File: config.mk
export PLATFORM = sky130hd
export DESIGN_NAME = valu_fwd_pipe
export DESIGN_NICKNAME = d
export VERILOG_FILES = /design/src/rtl/valu_fwd_pkg.sv /design/src/rtl/valu_scoreboard.sv /design/src/rtl/valu_dep_queue.sv /design/src/rtl/valu_stage_pipe.sv /design/src/rtl/valu_fwd_pipe.sv
export SDC_FILE = /design/constraint.sdc
export NUM_CORES = 1
export LEC_CHECK = 0
export BUFFER_PORTS_ARGS = -buffer_cell sky130_fd_sc_hd__buf_2
export CAP_MARGIN = 20
export CORE_UTILIZATION = 45
export DETAILED_ROUTE_END_ITERATION = 6
export GPL_TIMING_DRIVEN = 1
export SYNTH_ARGS = -nofsm -noshare
export SYNTH_HDL_FRONTEND = slang
export SYNTH_SLANG_ARGS = --single-unit
export TNS_END_PERCENT = 5
File: constraint.sdc
create_clock -name clk -period 17.7 [get_ports clk]
set_clock_uncertainty 0.2 [all_clocks]
set_input_delay 2.655 -clock clk [delete_from_list [all_inputs] [get_ports clk]]
set_output_delay 2.655 -clock clk [all_outputs]
set_load 0.02 [all_outputs]
File: src/rtl/valu_fwd_pkg.sv
package valu_fwd_pkg;

  // Writers of a register that still block a reader once the one in
  // writeback and the one being forwarded are taken away.
  function automatic int unsigned writers_left(input int unsigned pend,
                                               input logic wb_hit,
                                               input logic fwd_hit);
    int unsigned taken;
    taken = int'(wb_hit) + int'(fwd_hit);
    return (pend > taken) ? pend - taken : 0;
  endfunction

  // A used source stalls if any writer is still outstanding or an older
  // queued entry will write it.
  function automatic logic src_stalls(input logic used,
                                      input int unsigned left,
                                      input logic older_writer);
    return used && ((left != 0) || older_writer);
  endfunction

endpackage

File: src/rtl/valu_scoreboard.sv
module valu_scoreboard #(
  parameter int NUM_REGS = 16,
  parameter int RW       = 4,
  parameter int CW       = 3
) (
  input  logic                 clk,
  input  logic                 rst,
  input  logic                 set_vld,
  input  logic [RW-1:0]        set_dst,
  input  logic                 clr_vld,
  input  logic [RW-1:0]        clr_dst,
  output logic [NUM_REGS*CW-1:0] pend_flat
);

  for (genvar r = 0; r < NUM_REGS; r++) begin : g_reg
    logic [CW-1:0] cnt;
    logic          inc;
    logic          dec;

    assign inc = set_vld && (set_dst == RW'(r));
    assign dec = clr_vld && (clr_dst == RW'(r));

    always_ff @(posedge clk) begin
      if (rst)              cnt <= '0;
      else if (inc && !dec) cnt <= cnt + 1'b1;
      else if (dec && !inc) cnt <= cnt - 1'b1;
    end

    assign pend_flat[r*CW +: CW] = cnt;
  end

endmodule

File: src/rtl/valu_dep_queue.sv
module valu_dep_queue
  import valu_fwd_pkg::*;
#(
  parameter int NUM_REGS = 16,
  parameter int RW       = 4,
  parameter int CW       = 3,
  parameter int DEPTH    = 4,
  parameter int QCW      = 3
) (
  input  logic                   clk,
  input  logic                   rst,
  input  logic                   push,
  input  logic [RW-1:0]          push_dst,
  input  logic [RW-1:0]          push_sa,
  input  logic                   push_sau,
  input  logic [RW-1:0]          push_sb,
  input  logic                   push_sbu,
  input  logic [NUM_REGS*CW-1:0] pend_flat,
  input  logic                   wb_vld,
  input  logic [RW-1:0]          wb_dst,
  input  logic                   fw_vld,
  input  logic [RW-1:0]          fw_dst,
  output logic [QCW-1:0]         count,
  output logic                   full,
  output logic                   adm_vld,
  output logic [RW-1:0]          adm_dst,
  output logic                   adm_fwd
);

  localparam int SW = (DEPTH > 1) ? $clog2(DEPTH) : 1;

  typedef struct packed {
    logic [RW-1:0] dst;
    logic [RW-1:0] sa;
    logic          sau;
    logic [RW-1:0] sb;
    logic          sbu;
  } ent_t;

  ent_t          q [DEPTH];
  ent_t          new_ent;
  logic [DEPTH-1:0] ok;
  logic [SW-1:0] sel;
  logic          found;

  assign new_ent = '{dst: push_dst, sa: push_sa, sau: push_sau,
                     sb: push_sb, sbu: push_sbu};
  assign full    = (count == QCW'(DEPTH));

  function automatic int unsigned left_for(input logic [RW-1:0] src);
    logic [CW-1:0] p;
    p = pend_flat[int'(src)*CW +: CW];
    return writers_left(32'(p), wb_vld && (wb_dst == src),
                        fw_vld && (fw_dst == src));
  endfunction

  // Per-entry resolution and oldest-first pick.
  always_comb begin
    logic older_a;
    logic older_b;
    ok    = '0;
    found = 1'b0;
    sel   = '0;
    for (int i = 0; i < DEPTH; i++) begin
      older_a = 1'b0;
      older_b = 1'b0;
      for (int j = 0; j < i; j++) begin
        if (q[j].dst == q[i].sa) older_a = 1'b1;
        if (q[j].dst == q[i].sb) older_b = 1'b1;
      end
      ok[i] = (i < int'(count))
              && !src_stalls(q[i].sau, left_for(q[i].sa), older_a)
              && !src_stalls(q[i].sbu, left_for(q[i].sb), older_b);
    end
    for (int i = 0; i < DEPTH; i++) begin
      if (ok[i] && !found) begin
        found = 1'b1;
        sel   = SW'(i);
      end
    end
  end

  assign adm_vld = found;
  assign adm_dst = q[sel].dst;
  assign adm_fwd = found && fw_vld &&
                   ((q[sel].sau && (q[sel].sa == fw_dst)) ||
                    (q[sel].sbu && (q[sel].sb == fw_dst)));

  always_ff @(posedge clk) begin
    if (rst) count <= '0;
    else     count <= count + QCW'(push) - QCW'(adm_vld);
  end

  // Compacting storage: entries above the removed one slide down,
  // a new entry lands just past the surviving ones.
  always_ff @(posedge clk) begin
    for (int i = 0; i < DEPTH; i++) begin
      if (adm_vld && (i >= int'(sel))) q[i] <= q[(i + 1) % DEPTH];
      if (push && (i == int'(count) - int'(adm_vld))) q[i] <= new_ent;
    end
  end

endmodule

File: src/rtl/valu_stage_pipe.sv
module valu_stage_pipe #(
  parameter int RW     = 4,
  parameter int STAGES = 4
) (
  input  logic          clk,
  input  logic          rst,
  input  logic          in_vld,
  input  logic [RW-1:0] in_dst,
  input  logic          in_fwd,
  output logic          enter_vld,
  output logic [RW-1:0] enter_dst,
  output logic          enter_fwd,
  output logic          last_vld,
  output logic [RW-1:0] last_dst,
  output logic          wb_vld,
  output logic [RW-1:0] wb_dst
);

  logic          vld [STAGES];
  logic [RW-1:0] dst [STAGES];
  logic          fwd0;

  always_ff @(posedge clk) begin
    if (rst) begin
      for (int k = 0; k < STAGES; k++) vld[k] <= 1'b0;
      fwd0   <= 1'b0;
      wb_vld <= 1'b0;
    end else begin
      vld[0] <= in_vld;
      for (int k = 1; k < STAGES; k++) vld[k] <= vld[k-1];
      fwd0   <= in_vld && in_fwd;
      wb_vld <= vld[STAGES-1];
    end
  end

  always_ff @(posedge clk) begin
    dst[0] <= in_dst;
    for (int k = 1; k < STAGES; k++) dst[k] <= dst[k-1];
    wb_dst <= dst[STAGES-1];
  end

  assign enter_vld = vld[0];
  assign enter_dst = dst[0];
  assign enter_fwd = fwd0;
  assign last_vld  = vld[STAGES-1];
  assign last_dst  = dst[STAGES-1];

endmodule

File: src/rtl/valu_fwd_pipe.sv
module valu_fwd_pipe #(
  parameter int NUM_REGS   = 16,
  parameter int Q_DEPTH    = 4,
  parameter int ALU_STAGES = 4,
  localparam int RW        = $clog2(NUM_REGS)
) (
  input  logic          clk,
  input  logic          rst,
  input  logic          issue_valid,
  output logic          issue_ready,
  input  logic [RW-1:0] issue_dst,
  input  logic [RW-1:0] issue_src_a,
  input  logic          issue_src_a_used,
  input  logic [RW-1:0] issue_src_b,
  input  logic          issue_src_b_used,
  output logic          enter_valid,
  output logic [RW-1:0] enter_dst,
  output logic          enter_fwd,
  output logic          exec_valid,
  output logic [RW-1:0] exec_dst
);

  localparam int CW  = $clog2(ALU_STAGES + 2);
  localparam int QCW = $clog2(Q_DEPTH + 1);

  logic [NUM_REGS*CW-1:0] pend_flat;
  logic [QCW-1:0]         q_count;
  logic                   q_full;
  logic                   adm_vld;
  logic [RW-1:0]          adm_dst;
  logic                   adm_fwd;
  logic                   fw_vld;
  logic [RW-1:0]          fw_dst;
  logic                   wb_vld;
  logic [RW-1:0]          wb_dst;
  logic                   wb_pend_nz;

  assign issue_ready = !q_full;

  valu_dep_queue #(
    .NUM_REGS(NUM_REGS), .RW(RW), .CW(CW), .DEPTH(Q_DEPTH), .QCW(QCW)
  ) u_queue (
    .clk(clk), .rst(rst),
    .push(issue_valid && issue_ready),
    .push_dst(issue_dst),
    .push_sa(issue_src_a), .push_sau(issue_src_a_used),
    .push_sb(issue_src_b), .push_sbu(issue_src_b_used),
    .pend_flat(pend_flat),
    .wb_vld(wb_vld), .wb_dst(wb_dst),
    .fw_vld(fw_vld), .fw_dst(fw_dst),
    .count(q_count), .full(q_full),
    .adm_vld(adm_vld), .adm_dst(adm_dst), .adm_fwd(adm_fwd)
  );

  valu_stage_pipe #(.RW(RW), .STAGES(ALU_STAGES)) u_pipe (
    .clk(clk), .rst(rst),
    .in_vld(adm_vld), .in_dst(adm_dst), .in_fwd(adm_fwd),
    .enter_vld(enter_valid), .enter_dst(enter_dst), .enter_fwd(enter_fwd),
    .last_vld(fw_vld), .last_dst(fw_dst),
    .wb_vld(wb_vld), .wb_dst(wb_dst)
  );

  valu_scoreboard #(.NUM_REGS(NUM_REGS), .RW(RW), .CW(CW)) u_sb (
    .clk(clk), .rst(rst),
    .set_vld(adm_vld), .set_dst(adm_dst),
    .clr_vld(wb_vld), .clr_dst(wb_dst),
    .pend_flat(pend_flat)
  );

  assign wb_pend_nz = (pend_flat[int'(wb_dst)*CW +: CW] != '0);
  assign exec_valid = wb_vld;
  assign exec_dst   = wb_dst;

endmodule

==> results of run 1 <==
==> layout make-up <==
class                           count  area share (%)
Antenna cell                        1         0.01994
Clock buffer                       22           3.788
Clock inverter                     10          0.7576
Inverter                           58           1.734
Multi-Input combinational cell    758           62.24
Sequential cell                   133           25.68
Tap cell                          330           3.289
Timing Repair Buffer               51           2.492
==> registers in the layout (all words and copies together) (netlist names) <==
signal	flops
u_queue.q	56
u_sb.g.cnt	48
u_pipe.dst	16
u_pipe.vld	4
u_pipe.wb_dst	4
u_queue.count	3
u_pipe.enter_fwd	1
u_pipe.wb_vld	1
==> per-layer routing <==
| metal | up-vias | global-route usage, % | wire length, um |
|---|---|---|---|
| li1 | 3781 | - | - |
| met5 | - | 0 | 0 |
| met2 | 530 | 42.97 | 16110 |
| met1 | 4402 | 38.81 | 14650 |
| met4 | 0 | 13.08 | 1635 |
| met3 | 102 | 7.792 | 3913 |
==> worst register-to-register path: stages, from the launching register on <==
cell,delay (ns)
edfxtp_1,0.90
mux4_2,0.59
mux4_2,0.49
inv_1,0.09
ha_1,0.14
inv_1,0.05
fa_1,0.45
nor2b_1,0.11
o21ai_0,0.08
a222oi_1,0.34
o211ai_1,0.30
o21a_2,0.26
nand3_1,0.11
ha_1,0.19
ha_1,0.17
xnor2_1,0.12
nand2_1,0.07
nor2_1,0.15
nand3_1,0.74
nand2_1,0.99
==> logic make-up (layout without fill, tap and decap cells) <==
logic type               after synthesis  after routing
AO/OA/AOI/OAI                         92             92
XOR/XNOR                             152            152
adder cells (fa/ha/maj)               72             72
buffers and inverters                142            141
flip-flops                           133            133
multiplexers                         214            214
other                                  0              1
AND/OR/NAND/NOR                      228            228
==> Yosys cell counts, types with 4 or more instances <==
cell type  count  area (um2)
nand2b_1       4       25.02
buf_1         23       86.33
mux2i_1       36       360.4
nand4_1        8       50.05
nand3_1       18       90.09
nor2_1        59       221.5
a21oi_1       22       110.1
xor2_1       116        1016
inv_1         58       217.7
fa_1          25       500.5
o21ai_0       28       140.1
buf_2          6       30.03
and3_1        10       62.56
dfxtp_1       77        1541
o41ai_1        4       35.03
edfxtp_1      56        1682
a31oi_1        4       25.02
clkbuf_1      51       191.4
mux2_2        63       709.4
mux4_2       114        2567
nor4_1        24       150.1
ha_1          47       588.1
or3_1         16       100.1
nor2b_1       16       100.1
nand2_1       52       195.2
nand3b_1       7       52.55
xnor2_1       36       315.3
o311ai_0       4       35.03
==> through the flow <==
stage               area, um2  hold WS, ns  cells  util (%)
finish                  12550       0.1237   1363     49.70
global route            12550       0.1310   1362     49.69
CTS                     12550       0.1273   1362     49.69
detailed placement      11980       0.1121   1330     47.43
global placement        11980       0.1109   1330     47.43
floorplan               11590       0.1096   1033         -
==> path summary, 6_finish.rpt <==
check / startpoint / depth (start not counted) / to
min: u_pipe.dst[2][1]$_DFF_P_ / 0 / u_pipe.dst[3][1]$_DFF_P_
max: u_queue.q[0][2]$_DFFE_PP_ / 19 / u_queue.q[0][4]$_DFFE_PP_
max reg2reg: u_queue.q[0][2]$_DFFE_PP_ / 19 / u_queue.q[0][4]$_DFFE_PP_
min reg2reg: u_pipe.dst[2][1]$_DFF_P_ / 0 / u_pipe.dst[3][1]$_DFF_P_
==> metrics, run 1 <==
layout cells sized above 1 between 20% and 30%; post-synthesis compound-gate area fraction between 5 and 6%; largest family of logic cells by synthesized area multiplexers; r2r setup slk 10.79 ns; CP dominant cell by count ha_1; Adder-Cell Fraction of Synth Area 9.388%; Final Hold Vio Count 0; die height 162.5 um; Mapped Cells 1033; Synth Flop Type dfxtp_1; Worst Setup Slack, final 10.79 ns; Critical Path Sink Type flop; # fillers 2262; # hold bufs at CTS 0; CTS H-tree lvls 4; Startpoint Class flop; Post-Route WL between 30000 and 40000 um; Post-Synth Simple-Gate Area 9.885%; critical path's largest stage delay 0.99 ns; I/O Buffers 28; commonest non-fill, non-tap cells in the layout 116 x xor2_1, 114 x mux4_2, 77 x dfxtp_1; register area share after synthesis 27.80%; postcts setup bufs 0; gr ovfl total 0; vias in the first global route 8707; Avg Cell Area, Syn around 11 um2; total iterations of the first detailed-routing run 5; Largest delay share family, worst path simple AND/OR/NAND/NOR gates; CTS-repair resized insts 0; fmax approximately 0.14 GHz; core area between 20000 and 30000 um2; Die ar. 26410 um2; Data arrival, critical path 6.78 ns; Final min period 6.913 ns; yosys warns 0; worst-margin pin slew 1.012 ns; multi-input logic area 7812 um2; Routed wire per std cell 26.64 um; period utilisation layout 39.06%; Slowest-stage cell, CP nand2_1; Min-Delay Path Class flop to flop; Worst slew margin 32.37%; worst path buffer plus inverter count 2; IO Pins 29; antenna viol nets, final 0; synthesized netlist net count 1122; most common cell after layout, fill and taps aside xor2_1; worst-path fanout max 16; critical path type flop to flop; post-synthesis instance area 11590 um2; RSZ-0062 raised after global routing false; post-synthesis xor/xnor area fraction 11.48%; FF/Latch Area 3223 um2; post-DP HPWL 25100 um; Post-synth EDFFs 56; initial DRC count roughly 980; largest net degree at the start of global routing 57; CTS Buf Count 17; Area growth syn-to-layout 8.255%; crit path cell chain mux4_2 > mux4_2 > inv_1 > ha_1 > inv_1 > fa_1 > nor2b_1 > o21ai_0 > a222oi_1 > o211ai_1 > o21a_2 > nand3_1 > ha_1 > ha_1 > xnor2_1 > nand2_1 > nor2_1 > nand3_1 > nand2_1; vias per cell between 6 and 7; DRC Markers 0; final count of pins violating max slew 0; status finished, final reports clean; Initial Util 45.91%; TritonCTS clock tree yes; FFs w/ async S/R, synth 0%; first-pass GRT wire length 55190 um; Skew-Pair Late Insertion Delay approximately 0.44 ns; proportion of synthesized area in mux cells around a third; final net count 1108; RePlAce Congestion 0.9172; Max Buffers Root-to-Sink 2; Critical Path RT 17.56 ns; root buffer cell clkbuf_16; initial antenna violation count 0; Max Cap Viol 0; #FFs+latches synth 133; Rows 58; clock slew at reported path FFs 0.06 ns; Setup-failing EPs final 0; die width between 150 and 200 um; clk sinks 133; Vias 8815; Yosys cell types 60; Place WS 10.84 ns; Fin Setup TNS 0 ns; gr usage total 28.75%
Power of run 1 is not shown: default switching activity piles up to over one toggle a cycle in this logic, so the estimate is an artifact.
==> run 2, diff against run 1 <==
clock period = 5.6 ns   (was 17.7 ns; I/O delays follow)
==> run 2 against run 1 <==
The run now ends with negative setup slack left. Final area up 20%. Via count is 14% higher. Worst setup slack worse by 11 ns. Sequential share of layout area decreased by 4.2 points. Cell count grew 17%. Worst hold slack better by 0.0023 ns. Core utilization up 9.9 points. Routed wire length grew 18%. Highest routed layer unchanged.
==> metrics, run 2 (synthesis gave the netlist of run 1 again) <==
crit path cell chain buf_12 > mux4_2 > mux4_2 > fa_1 > nor2b_1 > o21ai_1 > a2111oi_4 > a21oi_4 > o2bb2ai_4 > buf_4 > and2_4 > mux2i_1 > mux2_4 > inv_4 > and3_4 > nor2b_4 > ha_2 > inv_1 > fa_2 > xor2_1 > or3_1 > a21oi_1; antenna viol nets, final 0 (unchanged); vias in the first global route 10168 (+17%); critical path's largest stage delay 0.54 ns (-0.45 ns); post-DP HPWL 31730 um (+26%); Data arrival, critical path 6.15 ns (-0.63 ns); RePlAce Congestion 1.011 (+10%); IO Pins 29 (unchanged); top flop regs u_queue.q: 56 flops, u_sb.g.cnt: 48 flops, u_pipe.dst: 16 flops; Initial Util 45.91% (unchanged); vias per cell 6.335 (-2.0%); Critical Path Sink Type flop; worst-path fanout max 8 (-8); final net count 1336 (+21%); gr ovfl total 0 (unchanged); FF-to-FF path depth 22 (+3); Hold Crit Depth 0 (unchanged); diode count 0 (-1); clock slew at reported path FFs 0.07 ns (about the same); # fillers 2054 (-9.2%); largest net degree at the start of global routing 57 (unchanged); Worst slew margin 41.07% (+8.7 points); fmax 0.1669 GHz (+15%); Vias 10073 (+14%); Rows 58 (unchanged); RSZ-0062 raised after global routing true; period utilisation layout 107.0% (+68 points); CTS Buf Count 17 (unchanged); CP dominant cell by count mux4_2; Post-Route WL 42700 um (+18%); Max Cap Viol 0 (unchanged); core area 25250 um2 (unchanged); failing checks negative setup slack; # hold bufs at CTS 0 (unchanged); worst-margin pin slew 0.8758 ns (-0.1358 ns); die height 162.5 um (unchanged); root buffer cell clkbuf_16; commonest non-fill, non-tap cells in the layout 219 x buf_4, 115 x xor2_1, 114 x mux4_2; number of flip-flops in the largest register 56 (unchanged); Final min period 5.993 ns (-0.9206 ns); critical path type flop to flop; Area growth syn-to-layout 29.76%; Critical Path RT 5.76 ns (-11.80 ns); Fin Setup TNS -5.171 ns (-5.171 ns); Slowest-stage cell, CP mux4_2; status finished with violations; Skew-Pair Late Insertion Delay 0.43 ns (about the same); Final Hold Vio Count 0 (unchanged); Max Buffers Root-to-Sink 2 (unchanged); Startpoint Class flop; Die ar. 26410 um2 (unchanged); total iterations of the first detailed-routing run 5 (unchanged); initial DRC count 1207 (+23%); most common cell after layout, fill and taps aside buf_4; Biggest register u_queue.q; first-pass GRT wire length 63870 um (+16%); clk sinks 133 (unchanged); Min-Delay Path Class flop to flop; gr usage total 33.41% (+4.7 points); Worst Setup Slack, final -0.3928 ns (-11.18 ns); layout cells sized above 1 46.90% (+21 points); r2r setup slk -0.39 ns (-11.18 ns); Routed wire per std cell 26.85 um (+0.81%); die width 162.5 um (unchanged); DRC Markers 0 (unchanged); final count of pins violating max slew 0 (unchanged); I/O Buffers 28 (unchanged); Setup-failing EPs final 24 (+24); initial antenna violation count 0 (unchanged); CTS H-tree lvls 4 (unchanged); TritonCTS clock tree yes
[run 2: changes by cell type in the layout (fill, tap and decap cells not counted), sizes merged]
cell	delta
buf	+227
inv	+3
clkbuf	-2
and2	+1
bufinv	-1
diode	-1
[run 2: path summary, 6_finish.rpt]
path / start / end
hold reg to reg: u_pipe.dst[2][0]$_DFF_P_ / u_pipe.dst[3][0]$_DFF_P_
hold / removal: u_pipe.dst[2][0]$_DFF_P_ / u_pipe.dst[3][0]$_DFF_P_
setup / recovery: u_queue.q[3][6]$_DFFE_PP_ / u_sb.g_reg[14].cnt[2]$_SDFFE_PP0P_
setup reg to reg: u_queue.q[3][6]$_DFFE_PP_ / u_sb.g_reg[14].cnt[2]$_SDFFE_PP0P_
[run 2: worst max-delay path, delay by kind of cell, from the launching register on]
kind / cells / cell delay (ns)
mux: 4 / 1.49
simple gates: 5 / 1.03
compound gates: 5 / 0.96
buf+inv: 4 / 0.48
flops: 1 / 0.53
xor+xnor: 1 / 0.17
fa+ha+maj: 3 / 1.04
[run 2: per-stage QoR]
stage / std cells / hold WS [ns] / area (um2) / util [%] / worst slack [ns]
after floorplan: 1033 / 0.1096 / 11790 / - / -0.07636
after global placement: 1534 / 0.1101 / 13790 / 54.62 / -0.5634
after detailed placement: 1534 / 0.1121 / 13790 / 54.62 / -0.7397
after CTS: 1575 / 0.1265 / 14640 / 57.98 / -0.2607
after global routing: 1590 / 0.1349 / 15050 / 59.58 / -0.5095
final: 1590 / 0.1260 / 15050 / 59.58 / -0.3928
[run 2: routing by layer]
layer	GRT usage (%)	routed length, um
met3	9.091	4870
met2	50.16	18480
met5	0	0
met1	42.69	16290
met4	20.84	3054
[run 2: layout make-up]
cell class                 count  area [um2]  share of cell area, %
inverter                      58       227.7                  1.514
clock inverter                12       93.84                 0.6237
clock buffer                  20       447.9                  2.977
timing repair buffer         278        2308                  15.34
multi-input combinational    759        8330                  55.37
tap                          330       412.9                  2.744
sequential                   133        3224                  21.43
[run 2: repair_timing]
action	CTS	global route
endpoints found under the hold margin	0	0
gates cloned	1	0
pin swaps	31	33
buffers inserted	9	16
endpoints found under the setup margin	94	155
resized for setup	65	71
Power of run 2 is left out for the same reason.
